$ cat src/rtl/scd_pkg.sv
package scd_pkg;

    typedef enum logic [1:0] {
        KIND_NONE    = 2'd0,
        KIND_PARTIAL = 2'd1,
        KIND_BLOCK   = 2'd2
    } rd_kind_e;

    typedef enum logic [2:0] {
        ST_IDLE   = 3'd0,
        ST_PWAIT  = 3'd1,
        ST_PFWD   = 3'd2,
        ST_LOOK   = 3'd3,
        ST_WISSUE = 3'd4,
        ST_ISSUE  = 3'd5,
        ST_REL    = 3'd6,
        ST_FWD    = 3'd7
    } seq_state_e;

    // Desired levels of the outgoing strobes, active high inside the block.
    typedef struct packed {
        logic hit;
        logic rel;
        logic fwd;
    } strobe_set_t;

    localparam int STROBE_N = $bits(strobe_set_t);

    function automatic strobe_set_t strobes_idle();
        strobe_set_t s;
        s.hit = 1'b0;
        s.rel = 1'b0;
        s.fwd = 1'b0;
        return s;
    endfunction

endpackage

$ cat src/rtl/scd_cmd_decode.sv
module scd_cmd_decode
    import scd_pkg::*;
#(
    parameter int CMD_W     = 9,
    parameter int FLAG_BIT  = 8,
    parameter int OP_LSB    = 5,
    parameter int OP_W      = 3,
    parameter int SIZE_BIT  = 3
) (
    input  logic [CMD_W-1:0] cmd,
    output rd_kind_e         kind
);
    localparam int OP_MSB = OP_LSB + OP_W - 1;

    logic [OP_W-1:0] op_zero_chain;

    // Ripple a zero test across the opcode field.
    genvar g;
    generate
        for (g = 0; g < OP_W; g++) begin : g_opz
            if (g == 0) begin : g_first
                assign op_zero_chain[g] = ~cmd[OP_LSB];
            end else begin : g_next
                assign op_zero_chain[g] = op_zero_chain[g-1] & ~cmd[OP_LSB+g];
            end
        end
    endgenerate

    logic is_read;
    assign is_read = ~cmd[FLAG_BIT] & op_zero_chain[OP_W-1];

    always_comb begin
        if (!is_read)           kind = KIND_NONE;
        else if (cmd[SIZE_BIT]) kind = KIND_PARTIAL;
        else                    kind = KIND_BLOCK;
    end

    logic unused_cmd;
    assign unused_cmd = ^{cmd, OP_MSB[0]};

endmodule

$ cat src/rtl/scd_sequencer.sv
module scd_sequencer
    import scd_pkg::*;
(
    input  logic        clk,
    input  logic        rst,
    input  logic        req_valid,
    input  rd_kind_e    req_kind,
    input  logic        rd_ready,
    input  logic        tag_match,
    output strobe_set_t strobe_nxt
);
    seq_state_e state_q, state_d;
    logic       issued_q, issued_d;
    logic       hit_q, hit_d;

    logic start;
    assign start = (state_q == ST_IDLE) && req_valid && (req_kind != KIND_NONE);

    always_comb begin
        state_d    = state_q;
        issued_d   = issued_q;
        hit_d      = hit_q;
        strobe_nxt = strobes_idle();
        unique case (state_q)
            ST_IDLE: begin
                issued_d = 1'b0;
                hit_d    = 1'b0;
                if (start && req_kind == KIND_PARTIAL) begin
                    if (rd_ready) begin
                        strobe_nxt.fwd = 1'b1;
                        state_d        = ST_PFWD;
                    end else begin
                        state_d = ST_PWAIT;
                    end
                end else if (start) begin
                    issued_d = rd_ready;
                    state_d  = ST_LOOK;
                end
            end
            ST_PWAIT: begin
                if (rd_ready) begin
                    strobe_nxt.fwd = 1'b1;
                    state_d        = ST_PFWD;
                end
            end
            ST_PFWD: begin
                state_d = ST_IDLE;
            end
            ST_LOOK: begin
                hit_d          = tag_match;
                strobe_nxt.hit = tag_match;
                if (issued_q) begin
                    strobe_nxt.rel = 1'b1;
                    state_d        = ST_REL;
                end else if (rd_ready) begin
                    state_d = ST_ISSUE;
                end else begin
                    state_d = ST_WISSUE;
                end
            end
            ST_WISSUE: begin
                strobe_nxt.hit = hit_q;
                if (rd_ready) state_d = ST_ISSUE;
            end
            ST_ISSUE: begin
                strobe_nxt.hit = hit_q;
                strobe_nxt.rel = 1'b1;
                state_d        = ST_REL;
            end
            ST_REL: begin
                if (!hit_q) begin
                    strobe_nxt.fwd = 1'b1;
                    state_d        = ST_FWD;
                end else begin
                    state_d = ST_IDLE;
                end
            end
            ST_FWD: begin
                state_d = ST_IDLE;
            end
            default: state_d = ST_IDLE;
        endcase
    end

    always_ff @(posedge clk) begin
        if (rst) begin
            state_q  <= ST_IDLE;
            issued_q <= 1'b0;
            hit_q    <= 1'b0;
        end else begin
            state_q  <= state_d;
            issued_q <= issued_d;
            hit_q    <= hit_d;
        end
    end

    AST_BLOCK_TO_LOOKUP: assert property (@(posedge clk) disable iff (rst)
        (state_q == ST_IDLE && req_valid && req_kind == KIND_BLOCK) |=> (state_q == ST_LOOK)) else $error("AST_BLOCK_TO_LOOKUP");
    AST_BUSY_IGNORES: assert property (@(posedge clk) disable iff (rst)
        (state_q == ST_REL) |=> (state_q == ST_IDLE || state_q == ST_FWD)) else $error("AST_BUSY_IGNORES");
    AST_PARTIAL_BYPASS: assert property (@(posedge clk) disable iff (rst)
        (state_q == ST_PWAIT || state_q == ST_PFWD) |-> !strobe_nxt.rel && !strobe_nxt.hit) else $error("AST_PARTIAL_BYPASS");

endmodule

$ cat src/rtl/scd_strobe_out.sv
module scd_strobe_out
    import scd_pkg::*;
(
    input  logic        clk,
    input  logic        rst,
    input  strobe_set_t strobe_nxt,
    output logic        hit_n,
    output logic        rel_n,
    output logic        fwd_n
);
    logic [STROBE_N-1:0] nxt_vec;
    logic [STROBE_N-1:0] out_n_q;

    assign nxt_vec = strobe_nxt;

    genvar g;
    generate
        for (g = 0; g < STROBE_N; g++) begin : g_flop
            always_ff @(posedge clk) begin
                if (rst) out_n_q[g] <= 1'b1;
                else     out_n_q[g] <= ~nxt_vec[g];
            end
        end
    endgenerate

    assign {hit_n, rel_n, fwd_n} = out_n_q;

    AST_REL_SINGLE: assert property (@(posedge clk) disable iff (rst)
        !rel_n |=> rel_n) else $error("AST_REL_SINGLE");
    AST_FWD_SINGLE: assert property (@(posedge clk) disable iff (rst)
        !fwd_n |=> fwd_n) else $error("AST_FWD_SINGLE");
    AST_NO_OVERLAP: assert property (@(posedge clk) disable iff (rst)
        !(!rel_n && !fwd_n)) else $error("AST_NO_OVERLAP");
    AST_HIT_HOLDS: assert property (@(posedge clk) disable iff (rst)
        (!hit_n && rel_n) |=> !hit_n) else $error("AST_HIT_HOLDS");
    AST_HIT_DROPS: assert property (@(posedge clk) disable iff (rst)
        (!hit_n && !rel_n) |=> hit_n) else $error("AST_HIT_DROPS");
    AST_HIT_NO_FWD: assert property (@(posedge clk) disable iff (rst)
        (!hit_n && !rel_n) |=> fwd_n) else $error("AST_HIT_NO_FWD");
    AST_MISS_FWD: assert property (@(posedge clk) disable iff (rst)
        (hit_n && !rel_n) |=> !fwd_n) else $error("AST_MISS_FWD");

endmodule

$ cat src/rtl/scd_read_dispatch.sv
module scd_read_dispatch
    import scd_pkg::*;
#(
    parameter int CMD_W    = 9,
    parameter int FLAG_BIT = 8,
    parameter int OP_LSB   = 5,
    parameter int OP_W     = 3,
    parameter int SIZE_BIT = 3
) (
    input  logic             clk,
    input  logic             rst,
    input  logic [CMD_W-1:0] sys_cmd_i,
    input  logic             cpu_valid_n_i,
    input  logic             rd_ready_n_i,
    input  logic             tag_match_i,
    output logic             hit_n_o,
    output logic             fwd_valid_n_o,
    output logic             bus_release_n_o
);
    rd_kind_e    kind;
    strobe_set_t strobe_nxt;

    scd_cmd_decode #(
        .CMD_W    (CMD_W),
        .FLAG_BIT (FLAG_BIT),
        .OP_LSB   (OP_LSB),
        .OP_W     (OP_W),
        .SIZE_BIT (SIZE_BIT)
    ) u_decode (
        .cmd  (sys_cmd_i),
        .kind (kind)
    );

    scd_sequencer u_seq (
        .clk        (clk),
        .rst        (rst),
        .req_valid  (~cpu_valid_n_i),
        .req_kind   (kind),
        .rd_ready   (~rd_ready_n_i),
        .tag_match  (tag_match_i),
        .strobe_nxt (strobe_nxt)
    );

    scd_strobe_out u_out (
        .clk        (clk),
        .rst        (rst),
        .strobe_nxt (strobe_nxt),
        .hit_n      (hit_n_o),
        .rel_n      (bus_release_n_o),
        .fwd_n      (fwd_valid_n_o)
    );

endmodule

$ cat config.mk
export PLATFORM = sky130hd
export DESIGN_NAME = scd_read_dispatch
export DESIGN_NICKNAME = d
export VERILOG_FILES = /design/src/rtl/scd_pkg.sv /design/src/rtl/scd_cmd_decode.sv /design/src/rtl/scd_sequencer.sv /design/src/rtl/scd_strobe_out.sv /design/src/rtl/scd_read_dispatch.sv
export SDC_FILE = /design/constraint.sdc
export NUM_CORES = 1
export LEC_CHECK = 0
export BUFFER_PORTS_ARGS = -buffer_cell sky130_fd_sc_hd__buf_2
export CAP_MARGIN = 0
export CORE_AREA = 2 2 39 41
export CTS_CLUSTER_DIAMETER = 150
export DETAILED_ROUTE_END_ITERATION = 12
export DIE_AREA = 0 0 41 43
export GPL_TIMING_DRIVEN = 0
export PLACE_DENSITY = 0.71
export SYNTH_ARGS = -nofsm -noshare
export SYNTH_HDL_FRONTEND = slang
export SYNTH_HIERARCHICAL = 1
export SYNTH_SLANG_ARGS = --single-unit
export TNS_END_PERCENT = 100
$ cat constraint.sdc
create_clock -name clk -period 1.55 [get_ports clk]
set_input_delay 0.155 -clock clk [delete_from_list [all_inputs] [get_ports clk]]
set_output_delay 0.155 -clock clk [all_outputs]
set_load 0.02 [all_outputs]
Word-level counts from Yosys, hierarchy flattened. Index checks and enable logic that the tools add are counted.

Flip-flop bits (word level): 8. Input port bits: 14. Logic and storage cells: 59.

Eq/ne operators: 11. Mux-type cells: 21. Bitwise logic cells: 12. Reductions and logical operators: 9.

Operator list (number): $pmux 3 s7 (1); $mux 3 (6); $eq 3x3->1 const B (4); $not 1->1 (9); $mux 1 (7); $eq 3x2->1 const B (2); $mux 2 (3); $pmux 1 s2 (3); $ne 2x2->1 const B (2); $reduce_bool 2->1 (2); $reduce_or 2->1 (2); $and 1x1->1 (3); $eq 3x1->1 const B (1); $logic_and 1x1->1 (3); $logic_not 3->1 (1); $ne 3x2->1 const B (1); $pmux 1 s3 (1); $reduce_and 3->1 (1); $eq 2x1->1 const B (1).

Depth between registers and ports, before layout. Gate-level depths: netlist of run 1.

Depth in word-level cells: 11. Gate-level depth with buffers: 7.

Modules after synthesis. The synthesis of run 1 kept the hierarchy.

By module, submodules not included: scd_sequencer (times used 1, cells an instance 50, area an instance 416.6 um^2); scd_strobe_out (times used 1, cells an instance 6, area an instance 78.8 um^2); scd_cmd_decode (times used 1, cells an instance 3, area an instance 20.0 um^2); scd_read_dispatch (times used 1, cells an instance 2, area an instance 7.5 um^2).

Worst setup path after synthesis of run 1. No wires, ideal clock.

Path type: input-to-reg. Start point: input sys_cmd_i[6]. End point: register u_out.out_n_q[0] (netlist: u_out/fwd_n). Setup time: 0.059 ns. Arrival time: 1.220 ns. Data required time: 1.491 ns. Slack: 0.271 ns. Stages: 7. Buffers on the path: 0. Cells stage by stage: nor4_1 -> nor2b_1 -> nor2b_1 -> a21oi_1 -> nor3_1 -> a32o_1 -> nand2b_1.

RTL lines: start: declaration (line scd_read_dispatch.sv:12) `input logic [CMD_W-1:0] sys_cmd_i,`; end signal: indexed assignment (line scd_strobe_out.sv:21) `else out_n_q[g] <= ~nxt_vec[g];`; end: declaration (line scd_strobe_out.sv:12) `logic [STROBE_N-1:0] out_n_q;`.

==> results.py, run 1 <==
metrics = {
    "status": {
        "outcome": "finished, final reports clean",
    },
    "synth": {
        "async_flop_share_pct": 0,
        "synth-seq-cells": 8,
        "yosys_warnings": 6,
        "avgSynthCellArea_um2": 8.57,
        "ys_types": 26,
        "synth_area_leaders": "dfxtp_1 (31%), nor2b_1 (9.6%), a21oi_1 (6.7%)",
        "synth_edf_count": 0,
        "ys.flop_type": "dfxtp_1",
        "synth_nets": 75,
        "synth_top_area_cell": "dfxtp_1",
        "postSynthCellCount": 61,
        "ys_top_cells_by_count": "dfxtp_1 (8), nor2b_1 (8), a21oi_1 (7), nand2b_1 (5), nor2_1 (4)",
        "synth_top_area_share_pct": 30.6,
        "synth.cell_area_um2": 523,
        "ys_seq_area_share_pct": 30.6,
    },
    "route": {
        "vias": 486,
        "vias_per_cell": 5.28,
        "wirelength_mm": 1.06,
        "post_drt_wl_per_cell_um": 11.5,
        "drtAntennaViolNets": 0,
        "drt-initial-drc-count": 8,
        "route.detailed.drc": 0,
        "drt_pass1_iterations": 4,
    },
    "worst_setup_path": {
        "worstSetupPathDepth": 8,
        "reg2reg_to": "u_out/rel_n",
        "cp_max_fo": 3,
        "crit_type": "input pin to flip-flop",
        "r2r_cells": 6,
        "reg2reg_from": "u_seq/state_q[2]",
        "critPathLaunchType": "input pin",
        "critPathCapture": "u_out/fwd_n",
        "crit_buf_inv": 1,
        "crit_slowest_cell": "nor4_1",
        "end_kind": "flip-flop",
        "crit_arrival_ns": 1.44,
        "r2r_setup_slack_ns": 0.42,
        "path_common_cell": "nor2b_1",
        "slowest_delay_ns": 0.29,
        "crit_start": "sys_cmd_i[6]",
        "worst_ep_required_time_ns": 1.74,
        "crit_family": "simple AND/OR/NAND/NOR gates",
        "crit_chain": "buf_2 > nor4_1 > nor2b_1 > nor2b_1 > a21oi_1 > nor3_1 > a32o_1 > nand2b_1",
    },
    "cts": {
        "ctsResizeCount": 0,
        "htreeDepth": 1,
        "post_cts.repair.setup_buffers": 0,
        "cts-buffers-inserted": 3,
        "ctsLongestPathBuffers": 2,
        "insertion_delay_ns": 0.25,
        "cts_tree": "done",
        "clock-sinks": 8,
        "cts_hold_buf": 0,
        "cts.clk_slew.worst_paths_ns": 0.05,
        "cts-root-buf": "clkbuf_4",
    },
    "die": {
        "core_region_area_mm2": 0.00138,
        "ios": 17,
        "initial_core_util_pct": 37.8,
        "die_area_mm2": 0.00176,
        "rows": 14,
        "dieHeight_um": 43,
        "die_x_um": 41,
    },
    "grt": {
        "grt_max_degree": 11,
        "grt_use_met3_pct": 7.85,
        "grt_util_met1_pct": 23.1,
        "grt_pass1_vias": 454,
        "antenna_found_initial": 0,
        "grt_overflow": 0,
        "top_usage_layer": "met1",
        "grt_usage_pct": 16.2,
        "grt_pass1_wl_mm": 1.98,
        "gr-usage-met2_pct": 22.5,
    },
    "timing": {
        "tns_ns": 0,
        "final-setup-viol-count": 0,
        "fin_ws_ns": 0.298,
        "skew_ns": 0.00717,
        "hold-worst-slack_ns": 0.168,
        "rsz0062_at_grt": "false",
        "finalHoldViolCount": 0,
        "worst_pin_slew_ns": 0.291,
        "min_period_ns": 1.25,
        "max_slew_margin_pct": 80.4,
        "period_share_pct": 80.8,
        "slew_violations": 0,
        "max_freq_mhz": 799,
    },
    "placed_design": {
        "dp_hpwl_um": 769,
        "portBuffers": 12,
        "routabilityCongestion": 0.768,
        "dpl.cell_count": 89,
        "preCtsSetupSlack_ns": 0.0653,
    },
    "cells_and_area": {
        "drive_above_1_share_pct": 34.2,
        "diodes": 0,
        "area.growth.synth_to_final_pct": 19.6,
        "n_fill_cell": 147,
        "finalNonFillerCells": 92,
        "final_nets": 92,
    },
    "power": {
        "leakage_uw": 0.000237,
        "peakVddDrop_uv": 520,
        "power.density_mw_per_mm2": 1190,
        "finalPower_uw": 741,
    },
    "worst_hold_path": {
        "hp-class": "input pin to flip-flop",
    },
    "job": {
        "cap_violations": 0,
    },
}
how the worst min path moves through the flow:
stage | startpoint | endpoint | cells after the start
after CTS | rst | u_seq/hit_q | 2
final | rst | u_seq/hit_q | 2
after global placement | rst | u_seq/hit_q | 2
after floorplan | rst | u_seq/hit_q | 1
after detailed placement | rst | u_seq/hit_q | 2
after global routing | rst | u_seq/issued_q | 2
per-layer routing:
metal,part of all wire (%),vias to the layer above
met5,0,-
met4,0,0
met3,3.5,0
met2,48,8
met1,48,225
li1,-,253
cell usage in the layout, fill, tap and decap left out, drive strengths merged:
cell type and count:
a211oi 1, a21oi 7, a22oi 1, a31oi 1
a32o 3, and2 1, buf 16, clkbuf 3
dfxtp 8, inv 3, nand2b 5, nand3b 1
nand4 2, nor2 4, nor2b 9, nor3 2
nor3b 1, nor4 2, o211ai 1, o21ai 3
o2bb2ai 1, or2b 1
registers in the layout, summed over array words and instances (netlist names):
signal,count
u_seq/issued_q,1
u_out/hit_n,1
u_out/fwd_n,1
u_out/rel_n,1
u_seq/hit_q,1
u_seq/state_q,3
logic make-up after synthesis:
| group | synth area share [%] |
|---|---|
| AO/OA/AOI/OAI | 24.4 |
| buffers and inverters | 10.5 |
| flip-flops | 30.6 |
| AND/OR/NAND/NOR | 34.4 |
stage by stage:
stage	area (um2)	utilization (%)
final	626	45.2
after CTS	626	45.2
after global routing	626	45.2
after global placement	603	43.6
after floorplan	523	-
after detailed placement	603	43.6
power breakdown:
part / switching [uW] / leakage (uW) / total [uW] / internal (uW)
Clock: 66.5 / 0.0000138 / 155 / 88.3
Sequential: 15.8 / 0.0000649 / 247 / 231
Combinational: 173 / 0.000158 / 340 / 167
Total: 256 / 0.000237 / 741 / 486
cell type report:
type / count / area (um2) / area share, %
multi-input cells: 46 / 308 / 49.2
flip-flops and latches: 8 / 160 / 25.6
repair buffers: 12 / 60.1 / 9.60
plain buffers: 4 / 41.3 / 6.60
clock buffers: 3 / 22.5 / 3.60
well taps: 16 / 20.0 / 3.20
inverters: 3 / 13.8 / 2.20
Power figures use the tool's default switching activity.
==> run 2: changes to the inputs <==
Settings changed: PLACE_DENSITY 0.71 to 0.74.
Clock period 1.55 ns to 1.1 ns, I/O delays scaled along.
==> results.py, run 2 (synthesis gave the netlist of run 1 again) <==
metrics = {
    "route": {
        "drt_pass1_iterations": 4,
        "post_drt_wl_per_cell_um": 12.9,
        "drt-initial-drc-count": 12,
        "vias_per_cell": 5.29,
        "drtAntennaViolNets": 0,
        "route.detailed.drc": 0,
        "vias": 492,
        "wirelength_mm": 1.20,
    },
    "die": {
        "rows": 14,
        "die_x_um": 41,
        "die_area_mm2": 0.00176,
        "initial_core_util_pct": 37.8,
        "dieHeight_um": 43,
        "ios": 17,
        "core_region_area_mm2": 0.00138,
    },
    "power": {
        "power.density_mw_per_mm2": 1570,
        "clkPwrFrac_pct": 20.0,
        "combPwrFrac_pct": 48.9,
        "finalPower_uw": 1120,
        "switching_share_pct": 36.2,
        "p_int_uw": 713,
        "switchingPower_uw": 405,
        "peakVddDrop_uv": 837,
        "leakage_uw": 0.000259,
        "seqPwrFrac_pct": 31.0,
    },
    "cells_and_area": {
        "top_register": "u_seq/state_q",
        "finish.instance_area_um2": 711,
        "layout_commonest_cell": "buf_2",
        "final_cell_mix": "buf_2 (10), dfxtp_1 (7), nor2b_1 (6)",
        "utilization_pct": 51.4,
        "final_nets": 93,
        "diodes": 0,
        "finalNonFillerCells": 93,
        "drive_above_1_share_pct": 46.8,
        "largest_reg_flops": 3,
        "area.growth.synth_to_final_pct": 35.9,
    },
    "job": {
        "cap_violations": 0,
    },
    "timing": {
        "finalHoldViolCount": 0,
        "max_slew_margin_pct": 82.4,
        "worst_pin_slew_ns": 0.262,
        "slew_violations": 0,
        "rsz0062_at_grt": "true",
        "min_period_ns": 1.11,
        "period_share_pct": 101,
        "fin_ws_ns": -0.0146,
        "skew_ns": 0.00210,
        "max_freq_mhz": 897,
        "final-setup-viol-count": 2,
    },
    "worst_setup_path": {
        "reg2reg_from": "u_seq/state_q[2]",
        "crit_start": "u_seq/state_q[2]",
        "crit_arrival_ns": 1.26,
        "cp_max_fo": 10,
        "r2r_setup_slack_ns": -0.01,
        "crit_type": "flip-flop to flip-flop",
        "end_kind": "flip-flop",
        "critPathLaunchType": "flip-flop",
        "worst_ep_required_time_ns": 1.24,
    },
    "worst_hold_path": {
        "holdCritStartpoint": "rst",
        "hp-class": "input pin to flip-flop",
    },
    "status": {
        "violations": "setup timing",
        "outcome": "finished with violations",
    },
    "placed_design": {
        "portBuffers": 12,
        "placed_area_um2": 629,
        "dp_hpwl_um": 825,
        "dpl.cell_count": 89,
        "routabilityCongestion": 0.776,
    },
    "cts": {
        "cts-buffers-inserted": 3,
        "ctsLongestPathBuffers": 2,
        "cts.clk_slew.worst_paths_ns": 0.05,
        "cts_tree": "done",
        "htreeDepth": 1,
        "cts-root-buf": "clkbuf_4",
        "clock-sinks": 8,
        "insertion_delay_ns": 0.26,
    },
    "grt": {
        "grt_max_degree": 11,
        "grt_usage_pct": 15.9,
        "grt_pass1_wl_mm": 1.81,
        "grt_pass1_vias": 447,
        "grt_overflow": 0,
        "antenna_found_initial": 0,
    },
}
[run 2: cell count changes in the layout (fill, tap and decap cells not counted), sizes merged]
cell,before,now
buf,16,17
[run 2: power by group through the flow]
stage	Combinational [uW]	Sequential, uW	Clock, uW
global placement	476	350	0
global route	579	349	249
CTS	511	347	239
detailed placement	483	351	0
finish	547	347	224
floorplan	392	352	0
[run 2: layout make-up]
| class | count | area [um2] |
|---|---|---|
| fillers | 141 | 673 |
| multi-input cells | 46 | 368 |
| flip-flops and latches | 8 | 161 |
| repair buffers | 13 | 80.1 |
| plain buffers | 4 | 45.0 |
| clock buffers | 3 | 22.5 |
| well taps | 16 | 20.0 |
| inverters | 3 | 13.8 |
[run 2: critical path, cell delays in order, from the launching register on]
cell and delay, ns:
dfxtp_2 0.34, buf_8 0.15, a211oi_2 0.20, a21oi_2 0.09, a32o_1 0.23
[run 2: layer usage]
metal  global-route usage, %  wire [um]
met5                       0          0
met4                    10.0         16
met3                    4.71        110
met2                    23.4        568
met1                    19.0        505
[run 2: repair_timing]
| action | in CTS | in global routing |
|---|---|---|
| gates resized for setup | 6 | 5 |
| endpoints found under the hold margin | 0 | 0 |
| setup buffers | 1 | 0 |
| setup endpoints to repair | 4 | 4 |
| hold buffers | 0 | 0 |
| pin swaps | 5 | 5 |
[run 2: worst paths after layout]
check                endpoint  cells after the start
max          u_seq/state_q[0]                      4
max reg2reg  u_seq/state_q[0]                      4
min            u_seq/issued_q                      2
min reg2reg    u_seq/issued_q                      2
[run 2: through the flow]
stage                     setup slack, ns  hold WS, ns  TNS (ns)
after detailed placement           -0.323        0.392    -0.917
after global placement             -0.277        0.382    -0.794
after global routing              -0.0633        0.154    -0.149
final                             -0.0146        0.126   -0.0159
after floorplan                   -0.0744        0.179    -0.180
after CTS                         -0.0119        0.116   -0.0192
==> run 3: changes to the inputs <==
Settings changed: PLACE_DENSITY 0.74 to 0.71, RECOVER_POWER set to 25.
Clock period 1.1 ns to 1.18 ns, I/O delays scaled along.
==> results.py, run 3 (synthesis gave the netlist of run 1 again) <==
metrics = {
    "worst_setup_path": {
        "critPathCapture": "u_out/fwd_n",
        "end_kind": "flip-flop",
        "reg2reg_to": "u_seq/state_q[1]",
        "reg2reg_from": "u_seq/state_q[0]",
        "r2r_cells": 5,
        "r2r_setup_slack_ns": 0.08,
        "critPathLaunchType": "input pin",
        "crit_start": "sys_cmd_i[6]",
        "crit_type": "input pin to flip-flop",
        "crit_arrival_ns": 1.25,
        "worst_ep_required_time_ns": 1.32,
        "cp_max_fo": 2,
    },
    "cells_and_area": {
        "utilization_pct": 47.6,
        "final_nets": 92,
        "top_register": "u_seq/state_q",
        "drive_above_1_share_pct": 38.2,
        "layout_commonest_cell": "buf_2",
        "final_cell_mix": "buf_2 (10), dfxtp_1 (7), nor2b_1 (6), a21oi_1 (6), nand2b_1 (5)",
        "area.growth.synth_to_final_pct": 26.1,
        "largest_reg_flops": 3,
        "diodes": 0,
    },
    "power": {
        "finalPower_uw": 1010,
        "seqPwrFrac_pct": 32.4,
        "combPwrFrac_pct": 46.0,
        "p_int_uw": 644,
        "peakVddDrop_uv": 891,
        "switchingPower_uw": 361,
        "power.density_mw_per_mm2": 1520,
        "switching_share_pct": 35.9,
        "leakage_uw": 0.000239,
        "clkPwrFrac_pct": 21.6,
    },
    "timing": {
        "slew_violations": 0,
        "skew_ns": 0.0116,
        "tns_ns": 0,
        "rsz0062_at_grt": "false",
        "final-setup-viol-count": 0,
        "max_freq_mhz": 905,
        "worst_pin_slew_ns": 0.296,
        "finalHoldViolCount": 0,
        "fin_ws_ns": 0.0747,
        "period_share_pct": 93.7,
        "max_slew_margin_pct": 80.1,
        "min_period_ns": 1.11,
    },
    "route": {
        "post_drt_wl_per_cell_um": 13.2,
        "route.detailed.drc": 0,
        "drtAntennaViolNets": 0,
        "drt-initial-drc-count": 23,
        "drt_pass1_iterations": 4,
        "vias": 507,
        "vias_per_cell": 5.51,
        "wirelength_mm": 1.21,
    },
    "cts": {
        "cts-root-buf": "clkbuf_4",
        "clock-sinks": 8,
        "htreeDepth": 1,
        "cts_hold_buf": 0,
        "cts-buffers-inserted": 3,
        "cts_tree": "done",
        "cts.clk_slew.worst_paths_ns": 0.06,
        "ctsLongestPathBuffers": 2,
        "insertion_delay_ns": 0.26,
    },
    "placed_design": {
        "preCtsSetupSlack_ns": -0.222,
        "routabilityCongestion": 0.771,
        "portBuffers": 12,
        "dp_hpwl_um": 796,
    },
    "grt": {
        "gr-usage-met2_pct": 22.5,
        "grt_util_met1_pct": 17.9,
        "grt_pass1_wl_mm": 1.75,
        "grt_usage_pct": 14.9,
        "antenna_found_initial": 0,
        "top_usage_layer": "met2",
        "grt_use_met3_pct": 7.85,
        "grt_overflow": 0,
        "grt_max_degree": 11,
        "grt_pass1_vias": 449,
    },
    "die": {
        "rows": 14,
        "ios": 17,
        "dieHeight_um": 43,
        "die_x_um": 41,
        "die_area_mm2": 0.00176,
        "initial_core_util_pct": 37.8,
        "core_region_area_mm2": 0.00138,
    },
    "status": {
        "outcome": "finished, final reports clean",
    },
    "job": {
        "cap_violations": 0,
    },
    "worst_hold_path": {
        "worst_hold_path.num_cells": 2,
        "hp-class": "input pin to flip-flop",
    },
}
-- run 3: cell type report --
type,instances,area (um2)
multi-input combinational,46,343
fill,149,724
inverter,3,13.8
timing repair buffer,12,57.6
clock buffer,3,22.5
buffer,4,41.3
sequential,8,161
tap,16,20.0
-- run 3: power by group through the flow --
stage | logic [uW] | clock network, uW | registers (uW)
after floorplan | 365 | 0 | 329
after global placement | 443 | 0 | 328
after detailed placement | 447 | 0 | 329
after CTS | 453 | 226 | 325
after global routing | 504 | 235 | 329
final | 462 | 217 | 326
-- run 3: metal layers --
layer | vias to the layer above | wire [um]
li1 | 250 | -
met1 | 231 | 492
met2 | 26 | 584
met3 | 0 | 133
met4 | 0 | 0
met5 | - | 0
-- run 3: worst min path at each step --
stage               startpoint        endpoint
CTS                        rst     u_seq/hit_q
floorplan                  rst     u_seq/hit_q
global placement           rst     u_seq/hit_q
detailed placement         rst     u_seq/hit_q
global route               rst  u_seq/issued_q
finish                     rst  u_seq/issued_q
-- run 3: what timing repair did --
item                                    CTS  global route
resized for setup                         0             3
endpoints found under the setup margin    0             4
setup buffers                             0             0
-- run 3: through the flow --
step | std cells | hold WS, ns | cell area (um2)
2_1_floorplan | 61 | 0.187 | 549
3_3_place_gp | 89 | 0.388 | 629
3_5_place_dp | 89 | 0.399 | 629
4_1_cts | 92 | 0.129 | 652
5_1_grt | 92 | 0.142 | 659
6_report | 92 | 0.137 | 659
-- run 3: critical path: stages --
cell and delay, ns:
buf_2 0.11, nor4_4 0.28, and2_4 0.19, nor2b_4 0.15
a21oi_2 0.07, nor3_1 0.14, a32o_1 0.15, nand2b_1 0.05
